===== src/rtl/axi_front_pkg.sv =====
package axi_front_pkg;

  typedef enum logic [1:0] {
    BURST_FIXED = 2'd0,
    BURST_INCR  = 2'd1,
    BURST_WRAP  = 2'd2
  } burst_e;

  typedef enum logic [1:0] {
    RGN_NONE = 2'd0,
    RGN_IMEM = 2'd1,
    RGN_DMEM = 2'd2,
    RGN_CSR  = 2'd3
  } rgn_e;

  typedef enum logic [1:0] {
    WS_IDLE = 2'd0,
    WS_DATA = 2'd1,
    WS_RESP = 2'd2
  } wr_st_e;

  localparam logic [1:0] RESP_OKAY   = 2'b00;
  localparam logic [1:0] RESP_SLVERR = 2'b10;

  localparam logic [31:0] IMEM_BASE = 32'h0000_0000;
  localparam logic [31:0] IMEM_SPAN = 32'h0000_2000;
  localparam logic [31:0] DMEM_BASE = 32'h0001_0000;
  localparam logic [31:0] DMEM_SPAN = 32'h0000_8000;
  localparam logic [31:0] CSR_BASE  = 32'h0003_0000;

endpackage


===== src/rtl/beat_addr_gen.sv =====
module beat_addr_gen
  import axi_front_pkg::*;
#(
  parameter int ADDR_W = 20
) (
  input  logic [ADDR_W-1:0] addr_i,
  input  logic [7:0]        len_i,
  input  logic [2:0]        size_i,
  input  logic [1:0]        burst_i,
  output logic [ADDR_W-1:0] next_o
);

  localparam logic [ADDR_W-1:0] ONE = ADDR_W'(1);

  logic [ADDR_W-1:0] step, aligned, bumped, win_mask;

  always_comb begin
    step     = ONE << size_i;
    aligned  = addr_i & ~(step - ONE);
    bumped   = aligned + step;
    // window is a power of two for legal wrap lengths
    win_mask = ((ADDR_W'(len_i) + ONE) << size_i) - ONE;
    case (burst_i)
      BURST_INCR: next_o = bumped;
      BURST_WRAP: next_o = (addr_i & ~win_mask) | (bumped & win_mask);
      default:    next_o = addr_i;
    endcase
  end

endmodule


===== src/rtl/region_decode.sv =====
module region_decode
  import axi_front_pkg::*;
#(
  parameter int ADDR_W   = 20,
  parameter int DATA_W   = 128,
  parameter int LINES    = 8,
  parameter int CSR_SPAN = 256,
  localparam int LANE_LSB = $clog2(DATA_W / 8),
  localparam int LINE_W   = $clog2(LINES)
) (
  input  logic [ADDR_W-1:0] addr_i,
  input  logic [2:0]        size_i,
  output rgn_e              rgn_o,
  output logic              err_o,
  output logic [LINE_W-1:0] line_o
);

  logic [31:0] a32, base, off;
  logic        need_word, oversize;

  always_comb begin
    a32       = 32'(addr_i);
    rgn_o     = RGN_NONE;
    base      = '0;
    need_word = 1'b0;
    if (a32 >= IMEM_BASE && a32 < IMEM_BASE + IMEM_SPAN) begin
      rgn_o     = RGN_IMEM;
      base      = IMEM_BASE;
      need_word = 1'b1;
    end else if (a32 >= DMEM_BASE && a32 < DMEM_BASE + DMEM_SPAN) begin
      rgn_o = RGN_DMEM;
      base  = DMEM_BASE;
    end else if (a32 >= CSR_BASE && a32 < CSR_BASE + 32'(CSR_SPAN)) begin
      rgn_o     = RGN_CSR;
      base      = CSR_BASE;
      need_word = 1'b1;
    end
    off      = a32 - base;
    line_o   = LINE_W'(off >> LANE_LSB);
    oversize = 32'(size_i) > 32'(LANE_LSB);
    err_o    = (rgn_o == RGN_NONE) || oversize || (need_word && (a32[1:0] != 2'b00));
  end

endmodule


===== src/rtl/region_mem.sv =====
module region_mem #(
  parameter int DATA_W = 128,
  parameter int LINES  = 8,
  localparam int STRB_W = DATA_W / 8,
  localparam int LINE_W = $clog2(LINES)
) (
  input  logic              clk_i,
  input  logic              rst_ni,
  input  logic              we_i,
  input  logic [LINE_W-1:0] wline_i,
  input  logic [STRB_W-1:0] wstrb_i,
  input  logic [DATA_W-1:0] wdata_i,
  input  logic [LINE_W-1:0] rline_i,
  output logic [DATA_W-1:0] rdata_o
);

  logic [DATA_W-1:0] mem_q [LINES];

  always_ff @(posedge clk_i or negedge rst_ni) begin
    if (!rst_ni) begin
      for (int l = 0; l < LINES; l++) mem_q[l] <= '0;
    end else if (we_i) begin
      for (int b = 0; b < STRB_W; b++)
        if (wstrb_i[b]) mem_q[wline_i][8*b +: 8] <= wdata_i[8*b +: 8];
    end
  end

  assign rdata_o = mem_q[rline_i];

endmodule


===== src/rtl/axi_mem_front.sv =====
module axi_mem_front
  import axi_front_pkg::*;
#(
  parameter int ID_W     = 4,
  parameter int ADDR_W   = 20,
  parameter int DATA_W   = 128,
  parameter int LINES    = 8,
  parameter int CSR_SPAN = 256
) (
  input  logic                clk_i,
  input  logic                rst_ni,
  input  logic [ID_W-1:0]     aw_id_i,
  input  logic [ADDR_W-1:0]   aw_addr_i,
  input  logic [7:0]          aw_len_i,
  input  logic [2:0]          aw_size_i,
  input  logic [1:0]          aw_burst_i,
  input  logic                aw_valid_i,
  output logic                aw_ready_o,
  input  logic [DATA_W-1:0]   w_data_i,
  input  logic [DATA_W/8-1:0] w_strb_i,
  input  logic                w_last_i,
  input  logic                w_valid_i,
  output logic                w_ready_o,
  output logic [ID_W-1:0]     b_id_o,
  output logic [1:0]          b_resp_o,
  output logic                b_valid_o,
  input  logic                b_ready_i,
  input  logic [ID_W-1:0]     ar_id_i,
  input  logic [ADDR_W-1:0]   ar_addr_i,
  input  logic [7:0]          ar_len_i,
  input  logic [2:0]          ar_size_i,
  input  logic [1:0]          ar_burst_i,
  input  logic                ar_valid_i,
  output logic                ar_ready_o,
  output logic [ID_W-1:0]     r_id_o,
  output logic [DATA_W-1:0]   r_data_o,
  output logic [1:0]          r_resp_o,
  output logic                r_last_o,
  output logic                r_valid_o,
  input  logic                r_ready_i
);

  localparam int N_RGN  = 3;
  localparam int LINE_W = $clog2(LINES);

  // ---------------- read side ----------------
  logic              rd_busy;
  logic [ADDR_W-1:0] rd_addr, rd_next;
  logic [7:0]        rd_len, rd_cnt;
  logic [2:0]        rd_size;
  logic [1:0]        rd_burst;
  logic [ID_W-1:0]   rd_id;
  rgn_e              rd_rgn;
  logic              rd_bad;
  logic [LINE_W-1:0] rd_line_idx;
  logic              ar_fire, r_fire;
  logic [DATA_W-1:0] rgn_rdata [N_RGN];

  assign ar_fire = ar_valid_i && ar_ready_o;
  assign r_fire  = r_valid_o && r_ready_i;

  always_ff @(posedge clk_i or negedge rst_ni) begin
    if (!rst_ni) begin
      rd_busy  <= 1'b0;
      rd_addr  <= '0;
      rd_len   <= '0;
      rd_cnt   <= '0;
      rd_size  <= '0;
      rd_burst <= '0;
      rd_id    <= '0;
    end else if (ar_fire) begin
      rd_busy  <= 1'b1;
      rd_addr  <= ar_addr_i;
      rd_len   <= ar_len_i;
      rd_cnt   <= '0;
      rd_size  <= ar_size_i;
      rd_burst <= ar_burst_i;
      rd_id    <= ar_id_i;
    end else if (r_fire) begin
      if (r_last_o) begin
        rd_busy <= 1'b0;
      end else begin
        rd_addr <= rd_next;
        rd_cnt  <= rd_cnt + 8'd1;
      end
    end
  end

  beat_addr_gen #(.ADDR_W(ADDR_W)) u_rd_agen (
    .addr_i (rd_addr),
    .len_i  (rd_len),
    .size_i (rd_size),
    .burst_i(rd_burst),
    .next_o (rd_next)
  );

  region_decode #(
    .ADDR_W(ADDR_W), .DATA_W(DATA_W), .LINES(LINES), .CSR_SPAN(CSR_SPAN)
  ) u_rd_dec (
    .addr_i(rd_addr),
    .size_i(rd_size),
    .rgn_o (rd_rgn),
    .err_o (rd_bad),
    .line_o(rd_line_idx)
  );

  assign ar_ready_o = !rd_busy;
  assign r_valid_o  = rd_busy;
  assign r_id_o     = rd_id;
  assign r_last_o   = (rd_cnt == rd_len);
  assign r_resp_o   = rd_bad ? RESP_SLVERR : RESP_OKAY;

  always_comb begin
    r_data_o = '0;
    if (!rd_bad) begin
      case (rd_rgn)
        RGN_IMEM: r_data_o = rgn_rdata[0];
        RGN_DMEM: r_data_o = rgn_rdata[1];
        RGN_CSR:  r_data_o = rgn_rdata[2];
        default:  r_data_o = '0;
      endcase
    end
  end

  // ---------------- write side ----------------
  wr_st_e            wr_st;
  logic [ADDR_W-1:0] wr_addr, wr_next;
  logic [7:0]        wr_len;
  logic [2:0]        wr_size;
  logic [1:0]        wr_burst;
  logic [ID_W-1:0]   wr_id;
  logic              wr_err_acc;
  rgn_e              wr_rgn;
  logic              wr_bad;
  logic [LINE_W-1:0] wr_line_idx;
  logic              aw_fire, w_fire, b_fire;

  assign aw_fire = aw_valid_i && aw_ready_o;
  assign w_fire  = w_valid_i && w_ready_o;
  assign b_fire  = b_valid_o && b_ready_i;

  always_ff @(posedge clk_i or negedge rst_ni) begin
    if (!rst_ni) begin
      wr_st      <= WS_IDLE;
      wr_addr    <= '0;
      wr_len     <= '0;
      wr_size    <= '0;
      wr_burst   <= '0;
      wr_id      <= '0;
      wr_err_acc <= 1'b0;
    end else begin
      case (wr_st)
        WS_IDLE: if (aw_fire) begin
          wr_st      <= WS_DATA;
          wr_addr    <= aw_addr_i;
          wr_len     <= aw_len_i;
          wr_size    <= aw_size_i;
          wr_burst   <= aw_burst_i;
          wr_id      <= aw_id_i;
          wr_err_acc <= 1'b0;
        end
        WS_DATA: if (w_fire) begin
          wr_err_acc <= wr_err_acc | wr_bad;
          wr_addr    <= wr_next;
          if (w_last_i) wr_st <= WS_RESP;
        end
        WS_RESP: if (b_fire) wr_st <= WS_IDLE;
        default: wr_st <= WS_IDLE;
      endcase
    end
  end

  beat_addr_gen #(.ADDR_W(ADDR_W)) u_wr_agen (
    .addr_i (wr_addr),
    .len_i  (wr_len),
    .size_i (wr_size),
    .burst_i(wr_burst),
    .next_o (wr_next)
  );

  region_decode #(
    .ADDR_W(ADDR_W), .DATA_W(DATA_W), .LINES(LINES), .CSR_SPAN(CSR_SPAN)
  ) u_wr_dec (
    .addr_i(wr_addr),
    .size_i(wr_size),
    .rgn_o (wr_rgn),
    .err_o (wr_bad),
    .line_o(wr_line_idx)
  );

  assign aw_ready_o = (wr_st == WS_IDLE);
  assign w_ready_o  = (wr_st == WS_DATA);
  assign b_valid_o  = (wr_st == WS_RESP);
  assign b_id_o     = wr_id;
  assign b_resp_o   = wr_err_acc ? RESP_SLVERR : RESP_OKAY;

  // ---------------- region storage ----------------
  for (genvar k = 0; k < N_RGN; k++) begin : g_rgn
    localparam rgn_e MY_RGN = rgn_e'(2'(k + 1));
    region_mem #(.DATA_W(DATA_W), .LINES(LINES)) u_mem (
      .clk_i  (clk_i),
      .rst_ni (rst_ni),
      .we_i   (w_fire && !wr_bad && (wr_rgn == MY_RGN)),
      .wline_i(wr_line_idx),
      .wstrb_i(w_strb_i),
      .wdata_i(w_data_i),
      .rline_i(rd_line_idx),
      .rdata_o(rgn_rdata[k])
    );
  end

  // ---------------- assertions ----------------

  ar_block_chk: assert property (@(posedge clk_i) disable iff (!rst_ni)
    ar_fire |=> !ar_ready_o);

  aw_block_chk: assert property (@(posedge clk_i) disable iff (!rst_ni)
    aw_fire |=> !aw_ready_o);

  r_hold_chk: assert property (@(posedge clk_i) disable iff (!rst_ni)
    r_valid_o && !r_ready_i |=> r_valid_o && $stable(r_id_o) && $stable(r_last_o));

  b_hold_chk: assert property (@(posedge clk_i) disable iff (!rst_ni)
    b_valid_o && !b_ready_i |=> b_valid_o && $stable(b_id_o) && $stable(b_resp_o));

  b_after_last_chk: assert property (@(posedge clk_i) disable iff (!rst_ni)
    w_fire && w_last_i |=> b_valid_o && !w_ready_o);

  err_zero_chk: assert property (@(posedge clk_i) disable iff (!rst_ni)
    r_valid_o && (r_resp_o == RESP_SLVERR) |-> (r_data_o == '0));

  fixed_addr_chk: assert property (@(posedge clk_i) disable iff (!rst_ni)
    r_fire && !r_last_o && (rd_burst == BURST_FIXED) |=> $stable(rd_addr));

  last_ends_chk: assert property (@(posedge clk_i) disable iff (!rst_ni)
    r_fire && r_last_o |=> !r_valid_o);

endmodule


===== config.mk =====
export PLATFORM = sky130hd
export DESIGN_NAME = axi_mem_front
export DESIGN_NICKNAME = d
export VERILOG_FILES = /design/src/rtl/axi_front_pkg.sv /design/src/rtl/beat_addr_gen.sv /design/src/rtl/region_decode.sv /design/src/rtl/region_mem.sv /design/src/rtl/axi_mem_front.sv
export SDC_FILE = /design/constraint.sdc
export NUM_CORES = 2
export LEC_CHECK = 0
export BUFFER_PORTS_ARGS = -buffer_cell sky130_fd_sc_hd__clkbuf_2
export CELL_PAD_IN_SITES_DETAIL_PLACEMENT = 1
export CELL_PAD_IN_SITES_GLOBAL_PLACEMENT = 1
export CORE_ASPECT_RATIO = 0.8
export CORE_MARGIN = 2
export CORE_UTILIZATION = 30
export CTS_BUF_LIST = sky130_fd_sc_hd__clkbuf_8 sky130_fd_sc_hd__clkbuf_16
export DETAILED_ROUTE_END_ITERATION = 8
export PLACE_DENSITY_LB_ADDON = 0.25
export SLEW_MARGIN = 20
export SYNTH_ARGS = -nofsm -noshare
export SYNTH_HDL_FRONTEND = slang
export SYNTH_SLANG_ARGS = --single-unit

===== constraint.sdc =====
create_clock -name clk_i -period 5 [get_ports clk_i]
set_input_delay 0 -clock clk_i [delete_from_list [all_inputs] [get_ports clk_i]]
set_output_delay 0 -clock clk_i [all_outputs]
set_load 0.03 [all_outputs]

==> flow_summary.toml <==
[pwr]
finalPower_w = 0.0744
p_leak_nw = 82.6
internal-power_w = 0.0503
sw_frac_of_total = 0.324
p_comb_frac = 0.245
vdd_drop_max_mv = 0.321
pwr-share-clk = 0.370
switchingPower_w = 0.0241
seq_power_share = 0.385
powerDensity_nw_per_um2 = 428

[floorplan]
start_util = 0.301
dieArea_um2 = 499000
rows = 230
coreArea_um2 = 491000
die_h_um = 632
die_x_um = 789
io_pins = 372

[layout]
drive_gt1_frac = 0.497
final_area_um2 = 174000
syn_to_final_growth_pct = 17.5
utilization = 0.354
layout.nets = 10700
multiInputGateArea_um2 = 65900
seq_area_um2 = 79000
instances_no_fill = 17200
fill_cells = 50000

[worst_setup_path]
worst-path-buf-inv = 3
crit_path_top_delay_cell = "buf_4"
path_class = "reg -> out"
cp.required_ns = 5.00
crit_chain = "nor3_1 -> nand2_1 -> nor3_2 -> buf_4 -> buf_4 -> a221oi_1 -> nor2_1 -> clkbuf_2"
critPathTopFamily = "buffers and inverters"
worstPathArrival_ns = 4.82
crit_top_cell = "buf_4"
reg2reg_depth = 14
reg2reg_from = "wr_size[2]"
crit_path_end_kind = "primary output"
max_stage_delay_ns = 0.78
regToRegSetupSlack_ns = 0.40
cp_max_fo = 56
worstSetupStartpointType = "flip-flop"

[cts]
clk_latency_ns = 0.97
cts.sinks = 3158
cts_buffers = 358
path_clk_slew_ns = 0.06
cts_tree = "done"
h-tree-depth = 5
cts_max_path_buffers = 4
root_buffer = "clkbuf_16"

[logic_synthesis]
avgSynthCellArea_um2 = 15.0
synth.distinct_cells = 101
yosysMostFrequentCell = "mux2_2"
ys.warnings.count = 0
yosys-top-cells-area = "dfrtp_1, mux2_2, mux4_2"
postSynth.asyncResetShare = 1.00
synth_top_cells_by_count = "mux2_2, dfrtp_1, mux4_2"
synth_top_area_frac = 0.534
syn-cell-area_um2 = 148000
netlist_instances = 9892
synth_seq_cells = 3158
yosys.area.top_type = "dfrtp_1"
ys_seq_area_frac = 0.534
synth_ff_type = "dfrtp_1"
synth_edf_count = 0

[flow_run]
maxCapViolCount = 0

[sta]
fin_tns_setup_ns = 0
clock_skew_ns = 0.0579
rsz0062_at_grt = "no"
timing.fmax_mhz = 207
max_slew_margin = 0.194
period_minus_slack_ns = 4.82
min_period_over_period = 0.964
worst_pin_slew_ns = 1.21
hold_viol = 0
setup_violations = 0
final_max_slew_viol_count = 0

[detailed_routing]
first_pass_iters = 5
routed_wl_um = 458000
post_drt_wl_per_cell_um = 26.6
drc = 0
ant_nets = 0
avgViaCountPerCell = 5.20
drt_iter0_drc = 4915
num_vias = 89600

[grt]
grt_pass1_vias = 102000
grt_max_degree = 173
grt_pass1_wl_um = 691000
grt_overflow = 0
grt_usage = 0.181
antenna_found_initial = 60

[placement]
gp_congestion = 0.812
io_buffers = 369
placed_cell_area_um2 = 158000
dp.final_hpwl_um = 294000
dp_cells = 16200

[outcome]
status = "finished, final reports clean"

[worst_hold_path]
hp-class = "in -> async"
==> area by class of cell <==
type                    instances  area share
clock inverters               205      0.0125
diodes                         19    0.000274
flip-flops and latches       3158       0.455
well taps                    6496      0.0468
clock buffers                 441      0.0582
multi-input cells            5910       0.379
repair buffers                977      0.0478
inverters                      29    0.000626
==> metal layers <==
layer	vias up	part of all wire	global-route usage
li1	38200	-	-
met1	49100	0.45	0.247
met2	1594	0.49	0.307
met3	653	0.037	0.0233
met4	36	0.026	0.0452
met5	-	0.00046	0
==> timing repair <==
item                                    in CTS  in global routing
endpoints found under the hold margin     5175                  0
endpoints found under the setup margin       4                  4
hold buffers                               376                  0
resized for setup                            3                  2
buffers inserted                             1                  0
==> per-stage QoR <==
step                setup slack [ns]  hold WS, ns
CTS                           0.0224      0.00330
finish                         0.180       0.0862
global route                  0.0281       0.0801
floorplan                       1.52       -0.296
detailed placement             0.788        0.116
global placement               0.497        0.106
==> placed cells by master (no fill, tap or decap), types with 49 or more instances in the layout <==
cell type,netlist,final
and3_1,78,76
nor2_1,342,339
clkbuf_8,0,82
buf_4,9,157
mux2_2,3329,3329
clkbuf_2,0,368
dlygate4sd3_1,0,375
mux4_2,768,768
a221oi_1,128,127
dfrtp_1,3158,3155
nand2_1,197,197
buf_12,0,73
clkinv_2,0,49
a21oi_1,69,68
inv_1,27,109
clkbuf_16,0,359
nand3_1,360,359
mux2i_1,145,145
o21ai_0,66,65
==> state kept, by name (all words and copies together) (netlist names), named ones only <==
register,flops
wr_len,8
rd_size,3
rd_burst,2
b_id_o,4
g_rgn.u_mem.mem_q,3072
wr_burst,2
r_id_o,4
wr_st,2
rd_len,8
rd_cnt,8
wr_size,3
r_valid_o,1
wr_err_acc,1
==> worst min-delay path, stage by stage <==
cell           delay, ns
dlygate4sd3_1       0.58
buf_12              0.44
buf_16              0.32
==> kinds of logic (layout without fill, tap and decap cells) <==
family,count (synthesis),count (layout),share of synthesized area
adder cells (fa/ha/maj),12,12,0.00101
AO/OA/AOI/OAI,441,441,0.0223
multiplexers,4242,4242,0.380
flip-flops,3158,3158,0.534
other,1,21,0.0000253
XOR/XNOR,60,60,0.00360
AND/OR/NAND/NOR,1153,1153,0.0374
buffers and inverters,825,1652,0.0214
==> how the worst max path moves through the flow <==
| stage | from | endpoint | slack [ns] | cells past startpoint |
|---|---|---|---|---|
| floorplan | wr_size[2] | flip-flop | 1.52 | 14 |
| global placement | wr_size[2] | flip-flop | 0.50 | 15 |
| detailed placement | rd_size[2] | flip-flop | 0.79 | 13 |
| CTS | flip-flop | r_data_o[10] | 0.02 | 9 |
| global route | flip-flop | r_data_o[94] | 0.03 | 8 |
| finish | flip-flop | r_data_o[86] | 0.18 | 8 |
==> power by group through the flow <==
stage               Clock, W  Sequential, W  Combinational (W)
detailed placement         0         0.0291             0.0178
CTS                   0.0284         0.0286             0.0185
finish                0.0275         0.0286             0.0182
global placement           0         0.0289             0.0176
floorplan                  0         0.0284             0.0111
global route          0.0294         0.0289             0.0195
(Power assumes the default switching activity.)
